===== config.mk =====
export PLATFORM = sky130hd
export DESIGN_NAME = ioc_irq_gen
export DESIGN_NICKNAME = d
export VERILOG_FILES = /design/src/rtl/ioc_pkg.sv /design/src/rtl/ioc_regs.sv /design/src/rtl/ioc_lines.sv /design/src/rtl/ioc_irq_gen.sv
export SDC_FILE = /design/constraint.sdc
export NUM_CORES = 1
export LEC_CHECK = 0
export BUFFER_PORTS_ARGS = -buffer_cell sky130_fd_sc_hd__buf_4
export CAP_MARGIN = 40
export CORE_AREA = 2 2 135 137
export CTS_CLUSTER_SIZE = 24
export DETAILED_ROUTE_END_ITERATION = 12
export DIE_AREA = 0 0 137 139
export GPL_TIMING_DRIVEN = 0
export SYNTH_ARGS = -nofsm -noshare
export SYNTH_HDL_FRONTEND = slang
export SYNTH_SLANG_ARGS = --single-unit

===== constraint.sdc =====
create_clock -name clk -period 2.8 [get_ports clk]
set_input_delay 0.28 -clock clk [delete_from_list [all_inputs] [get_ports clk]]
set_output_delay 0.28 -clock clk [all_outputs]
set_load 0.02 [all_outputs]

===== src/rtl/ioc_pkg.sv =====
package ioc_pkg;
  localparam int IOC_DW = 8;
  localparam int IOC_AW = 3;

  typedef enum logic [IOC_AW-1:0] {
    REG_DIR   = 3'd0,
    REG_MASK  = 3'd1,
    REG_PEN   = 3'd2,
    REG_PTIME = 3'd3,
    REG_PEND  = 3'd4,
    REG_LEVEL = 3'd5
  } regAddrE;

  // strobes from the control side to the per-line datapath
  typedef struct packed {
    logic              settling;
    logic              clrStrobe;
    logic [IOC_DW-1:0] clrBits;
  } lineStrobeS;
endpackage


===== src/rtl/ioc_regs.sv =====
module ioc_regs
  import ioc_pkg::*;
#(
  parameter int NUM_LINES = 8,
  parameter int TIME_W    = 8,
  parameter logic [NUM_LINES-1:0] MASK_IMPL = '1
) (
  input  logic                 clk,
  input  logic                 rstN,
  input  logic                 wrEn,
  input  logic [IOC_AW-1:0]    wrAddr,
  input  logic [IOC_DW-1:0]    wrData,
  input  logic [IOC_AW-1:0]    rdAddr,
  output logic [IOC_DW-1:0]    rdData,
  input  logic [NUM_LINES-1:0] pendingIn,
  input  logic [NUM_LINES-1:0] levelIn,
  output logic [NUM_LINES-1:0] dirQ,
  output logic [NUM_LINES-1:0] maskQ,
  output logic [NUM_LINES-1:0] perEnQ,
  output logic [TIME_W-1:0]    pTimeQ,
  output lineStrobeS           strb
);
  localparam int SETTLE_CYC = 3;
  localparam int SETTLE_W   = $clog2(SETTLE_CYC + 1);

  logic [SETTLE_W-1:0] settleCnt;
  logic                settling;

  assign settling = (settleCnt != SETTLE_W'(SETTLE_CYC));

  always_ff @(posedge clk or negedge rstN) begin
    if (!rstN) begin
      settleCnt <= '0;
    end else if (settling) begin
      settleCnt <= settleCnt + SETTLE_W'(1);
    end
  end

  always_ff @(posedge clk or negedge rstN) begin
    if (!rstN) begin
      dirQ   <= '0;
      maskQ  <= '0;
      perEnQ <= '0;
      pTimeQ <= '0;
    end else if (wrEn) begin
      case (regAddrE'(wrAddr))
        REG_DIR:   dirQ   <= wrData[NUM_LINES-1:0];
        REG_MASK:  maskQ  <= wrData[NUM_LINES-1:0] & MASK_IMPL;
        REG_PEN:   perEnQ <= wrData[NUM_LINES-1:0];
        REG_PTIME: pTimeQ <= wrData[TIME_W-1:0];
        default: ;
      endcase
    end
  end

  always_comb begin
    strb.settling  = settling;
    strb.clrStrobe = wrEn && (regAddrE'(wrAddr) == REG_PEND);
    strb.clrBits   = wrData;
  end

  always_comb begin
    rdData = '0;
    case (regAddrE'(rdAddr))
      REG_DIR:   rdData[NUM_LINES-1:0] = dirQ;
      REG_MASK:  rdData[NUM_LINES-1:0] = maskQ;
      REG_PEN:   rdData[NUM_LINES-1:0] = perEnQ;
      REG_PTIME: rdData[TIME_W-1:0]    = pTimeQ;
      REG_PEND:  rdData[NUM_LINES-1:0] = pendingIn;
      REG_LEVEL: rdData[NUM_LINES-1:0] = levelIn;
      default:   rdData = '0;
    endcase
  end
endmodule


===== src/rtl/ioc_lines.sv =====
module ioc_lines
  import ioc_pkg::*;
#(
  parameter int NUM_LINES = 8,
  parameter int TIME_W    = 8
) (
  input  logic                 clk,
  input  logic                 rstN,
  input  logic [NUM_LINES-1:0] pinIn,
  input  logic                 tick,
  input  logic [NUM_LINES-1:0] dirQ,
  input  logic [NUM_LINES-1:0] maskQ,
  input  logic [NUM_LINES-1:0] perEnQ,
  input  logic [TIME_W-1:0]    pTimeQ,
  input  lineStrobeS           strb,
  output logic [NUM_LINES-1:0] pending,
  output logic [NUM_LINES-1:0] level
);
  logic [NUM_LINES-1:0] setBits;
  logic [NUM_LINES-1:0] clrBits;
  logic                 timeZero;
  logic [TIME_W-1:0]    lastCount;

  assign timeZero  = (pTimeQ == '0);
  assign lastCount = pTimeQ - TIME_W'(1);

  for (genvar g = 0; g < NUM_LINES; g++) begin : gLine
    logic              syncA, syncB, acc;
    logic [TIME_W-1:0] cnt;
    logic              persist, differ, track, accept;

    always_comb begin
      persist = perEnQ[g] && !timeZero;
      differ  = (syncB != acc);
      track   = strb.settling || dirQ[g];
      accept  = !track && differ && (!persist || (tick && (cnt >= lastCount)));
    end

    always_ff @(posedge clk or negedge rstN) begin
      if (!rstN) begin
        syncA <= 1'b0;
        syncB <= 1'b0;
        acc   <= 1'b0;
        cnt   <= '0;
      end else begin
        syncA <= pinIn[g];
        syncB <= syncA;
        if (track) begin
          acc <= syncB;
          cnt <= '0;
        end else if (!differ) begin
          cnt <= '0;
        end else if (accept) begin
          acc <= syncB;
          cnt <= '0;
        end else if (persist && tick) begin
          cnt <= cnt + TIME_W'(1);
        end
      end
    end

    assign setBits[g] = accept && !maskQ[g];
    assign level[g]   = acc;
  end

  assign clrBits = strb.clrStrobe ? strb.clrBits[NUM_LINES-1:0] : '0;

  always_ff @(posedge clk or negedge rstN) begin
    if (!rstN) pending <= '0;
    else       pending <= (pending & ~clrBits) | setBits;
  end
endmodule


===== src/rtl/ioc_irq_gen.sv =====
module ioc_irq_gen
  import ioc_pkg::*;
#(
  parameter int NUM_LINES = 8,
  parameter int TIME_W    = 8,
  parameter logic [NUM_LINES-1:0] MASK_IMPL = 8'hF5
) (
  input  logic                 clk,
  input  logic                 rstN,
  input  logic [NUM_LINES-1:0] pinIn,
  input  logic                 tick,
  input  logic                 wrEn,
  input  logic [2:0]           wrAddr,
  input  logic [7:0]           wrData,
  input  logic [2:0]           rdAddr,
  output logic [7:0]           rdData,
  output logic [NUM_LINES-1:0] pending,
  output logic                 irq
);
  logic [NUM_LINES-1:0] dirQ, maskQ, perEnQ, level;
  logic [TIME_W-1:0]    pTimeQ;
  lineStrobeS           strb;

  ioc_regs #(
    .NUM_LINES(NUM_LINES), .TIME_W(TIME_W), .MASK_IMPL(MASK_IMPL)
  ) uRegs (
    .clk(clk), .rstN(rstN), .wrEn(wrEn), .wrAddr(wrAddr), .wrData(wrData),
    .rdAddr(rdAddr), .rdData(rdData), .pendingIn(pending), .levelIn(level),
    .dirQ(dirQ), .maskQ(maskQ), .perEnQ(perEnQ), .pTimeQ(pTimeQ), .strb(strb)
  );

  ioc_lines #(
    .NUM_LINES(NUM_LINES), .TIME_W(TIME_W)
  ) uLines (
    .clk(clk), .rstN(rstN), .pinIn(pinIn), .tick(tick), .dirQ(dirQ),
    .maskQ(maskQ), .perEnQ(perEnQ), .pTimeQ(pTimeQ), .strb(strb),
    .pending(pending), .level(level)
  );

  assign irq = |pending;
endmodule


==> results.py <==
metrics = {
    "grt": {
        "antenna_found_initial": 0,
        "grt_pass1_wl_um": 34330,
        "grt_usage_pct": 23.35,
        "grt_max_degree": 86,
        "grt_overflow": 0,
        "grt_pass1_vias": 6330,
    },
    "critical_path": {
        "critPathKind": "register to register",
        "crit_path_max_incr_delay_ps": 390,
        "worstPathMaxFanout": 10,
        "crit_family": "compound AO/OA/AOI/OAI gates",
        "cp-end-kind": "register",
        "slowest_stage": "nor4_4",
        "crit_arrival_ps": 3220,
        "cp_cell_sequence": "buf_2 -> nor4_4 -> nand2_1 -> xor2_4 -> clkbuf_4 -> a22oi_2 -> a21oi_2 -> a21o_1 -> a2111oi_4 -> mux2_4",
        "cp_data_required_time_ps": 3110,
        "critPathLaunchType": "register",
        "critPathBufInv": 2,
    },
    "yosys": {
        "avgSynthCellArea_um2": 9.587,
        "async_reset_ff_share_pct": 100.0,
        "synthesis.nets": 883,
        "yosys_warnings": 0,
        "yosysUniqueCellTypes": 62,
        "synth_cells": 806,
        "ys.flop_type": "dfrtp_1",
        "yosysSeqAreaShare_pct": 41.45,
        "synth_edf_count": 0,
        "netlist_area_um2": 7727,
        "ys_ff_latch": 128,
    },
    "power_and_ir_drop": {
        "clockPowerShare_pct": 32.6,
        "p_int_mw": 4.610,
        "power.switching_mw": 2.368,
        "p_sw_share_pct": 33.93,
        "ir_worst_vdd_uv": 601.6,
        "p_per_area_nw_per_um2": 680.8,
        "power.total_mw": 6.978,
        "power_frac_seq_pct": 32.9,
        "power_leakage_nw": 4.531,
        "pwr-share-comb_pct": 34.5,
    },
    "route": {
        "ant_nets": 0,
        "dr.pass1.iters": 5,
        "viasPerCell": 5.761,
        "wl_um": 22010,
        "drt_iter0_drc": 442,
        "vias": 6781,
        "drc": 0,
        "drt-wirelength-per-cell_um": 18.70,
    },
    "place": {
        "dpl_worst_slack_ps": -1017,
        "dpl-instance-area_um2": 8426,
        "dp_hpwl_um": 14140,
        "numPortBuffers": 40,
        "dpl.cell_count": 1080,
        "gp_congestion": 0.8226,
    },
    "floorplanning": {
        "pin_count": 43,
        "coreArea_um2": 17660,
        "die_w_um": 137,
        "initial_core_util_pct": 43.76,
        "fp-row-count": 49,
        "die_y_um": 139,
        "dieArea_um2": 19040,
    },
    "final_layout": {
        "final_common_cell": "dfrtp_1",
        "diodes": 0,
        "fin_area_um2": 10250,
        "area_growth_pct": 32.64,
        "layout.nets": 1012,
        "layout_common_cells": "dfrtp_1 (124), buf_4 (84), nand2_1 (71), ha_1 (44), nor2_1 (40)",
        "fin_cells": 1177,
        "drive_gt1_share_pct": 29.54,
    },
    "sta": {
        "timing.fmax_mhz": 343.2,
        "rsz0062_at_grt": "yes",
        "setup_viol": 10,
        "period_share_pct": 104.1,
        "finClkSkew_ps": 10.89,
        "slew_viol_final": 0,
        "setup_tns_ps": -339.6,
        "fin_crit_ps": 2914,
        "worst_pin_slew_ps": 719.2,
        "relSlewSlack_pct": 52.05,
        "setup_ws_ps": -113.7,
        "final_hold_viol_count": 0,
    },
    "status": {
        "outcome": "finished with violations",
        "violations": "setup timing",
    },
    "clock_tree": {
        "root_buffer": "clkbuf_16",
        "numCtsBuffers": 17,
        "cts.sinks": 128,
        "clk_pin_slew_ps": 60,
        "cts_buffer_depth": 2,
        "h-tree-depth": 4,
        "insertion_delay_ps": 420,
        "cts_tree": "yes",
    },
    "run": {
        "drv_cap": 0,
    },
    "min_path": {
        "hp-class": "primary input to register",
    },
}
==> layer usage <==
| metal | vias to the layer above | global-route usage (%) | share of wire [%] |
|---|---|---|---|
| met5 | - | 0 | 0 |
| met4 | 0 | 7.054 | 1.4 |
| met3 | 28 | 3.216 | 4.4 |
| met2 | 176 | 34.90 | 46 |
| met1 | 3349 | 35.02 | 48 |
| li1 | 3228 | - | - |
==> what timing repair did <==
item | CTS | global route
pin swaps | 16 | 39
gates resized for setup | 53 | 99
endpoints found under the hold margin | 51 | 0
setup buffers | 26 | 28
hold buffers | 9 | 0
setup endpoints to repair | 80 | 64
gates cloned | 2 | 1
==> cell usage after synthesis, types with 12 or more instances <==
cell	instances	area (um^2)
and3_1	26	162.7
nor3b_1	12	90.09
o21ai_0	53	265.3
ha_1	51	638.1
nand2_1	74	277.8
inv_1	29	108.9
clkbuf_1	17	63.81
mux2i_1	15	150.1
o22ai_1	14	87.58
mux2_2	37	416.7
a21oi_1	46	230.2
a21o_1	16	120.1
nand2b_1	18	112.6
xnor2_1	12	105.1
nand3_1	41	205.2
dfrtp_1	128	3203
nor2_1	43	161.4
nor3_1	15	75.07
==> worst register-to-register path, cell delays in order (launching register included) <==
cell,delay (ps)
dfrtp_1,360
buf_2,210
nor4_4,400
nand2_1,210
xor2_4,200
clkbuf_4,250
a22oi_2,190
a21oi_2,90
a21o_1,210
a2111oi_4,380
mux2_4,330
==> final cells by class <==
type | count | area, um^2
fill | 1552 | 7407
buffer | 24 | 141.4
tap | 229 | 286.5
inverter | 29 | 118.9
clock buffer | 18 | 439.2
multi-input combinational | 624 | 4890
clock inverter | 14 | 166.4
sequential | 128 | 3208
timing repair buffer | 111 | 999.7
==> path summary, 6_finish.rpt <==
check                                      start                      to  slack, ps  cells past startpoint
max                              uRegs.pTimeQ[5]     uLines.gLine[5].acc       -110                     10
min                                    wrData[6]          uRegs.maskQ[6]        110                      3
max reg2reg                      uRegs.pTimeQ[5]     uLines.gLine[5].acc       -110                     10
min reg2reg                uLines.gLine[3].syncA   uLines.gLine[3].syncB        350                      0
max in group asynchronous                   rstN         uRegs.pTimeQ[1]       1640                      3
min in group asynchronous                   rstN  uLines.gLine[5].cnt[0]        350                      2
==> kinds of logic after synthesis <==
group	synth area share, %
mux	7.481
simple gates	20.19
compound gates	17.36
fa+ha+maj	8.258
xor+xnor	2.364
flops	41.45
buf+inv	2.898
==> state kept, by name, indices dropped and copies added (netlist names) <==
signal and flops:
uRegs.settleCnt 2, uRegs.dirQ 8, uRegs.pTimeQ 8, uLines.gLine.syncB 8, uRegs.perEnQ 8, uLines.gLine.cnt 64
uLines.gLine.acc 8, uRegs.maskQ 6, uLines.pending 8, uLines.gLine.syncA 8
==> through the flow <==
stage | utilization, % | hold slack (ps)
after floorplan | - | -15.59
after global placement | 47.31 | 332.1
after detailed placement | 47.72 | 240.4
after CTS | 54.18 | 102.1
after global routing | 58.05 | 118.8
final | 58.05 | 109.8
==> power by group through the flow <==
stage | Clock (mW) | Sequential, mW | Combinational [mW]
floorplan | 0 | 2.27 | 1.07
global placement | 0 | 2.31 | 1.61
detailed placement | 0 | 2.31 | 1.66
CTS | 2.32 | 2.29 | 1.98
global route | 2.39 | 2.32 | 2.61
finish | 2.28 | 2.30 | 2.40
Power figures use the tool's default switching activity.
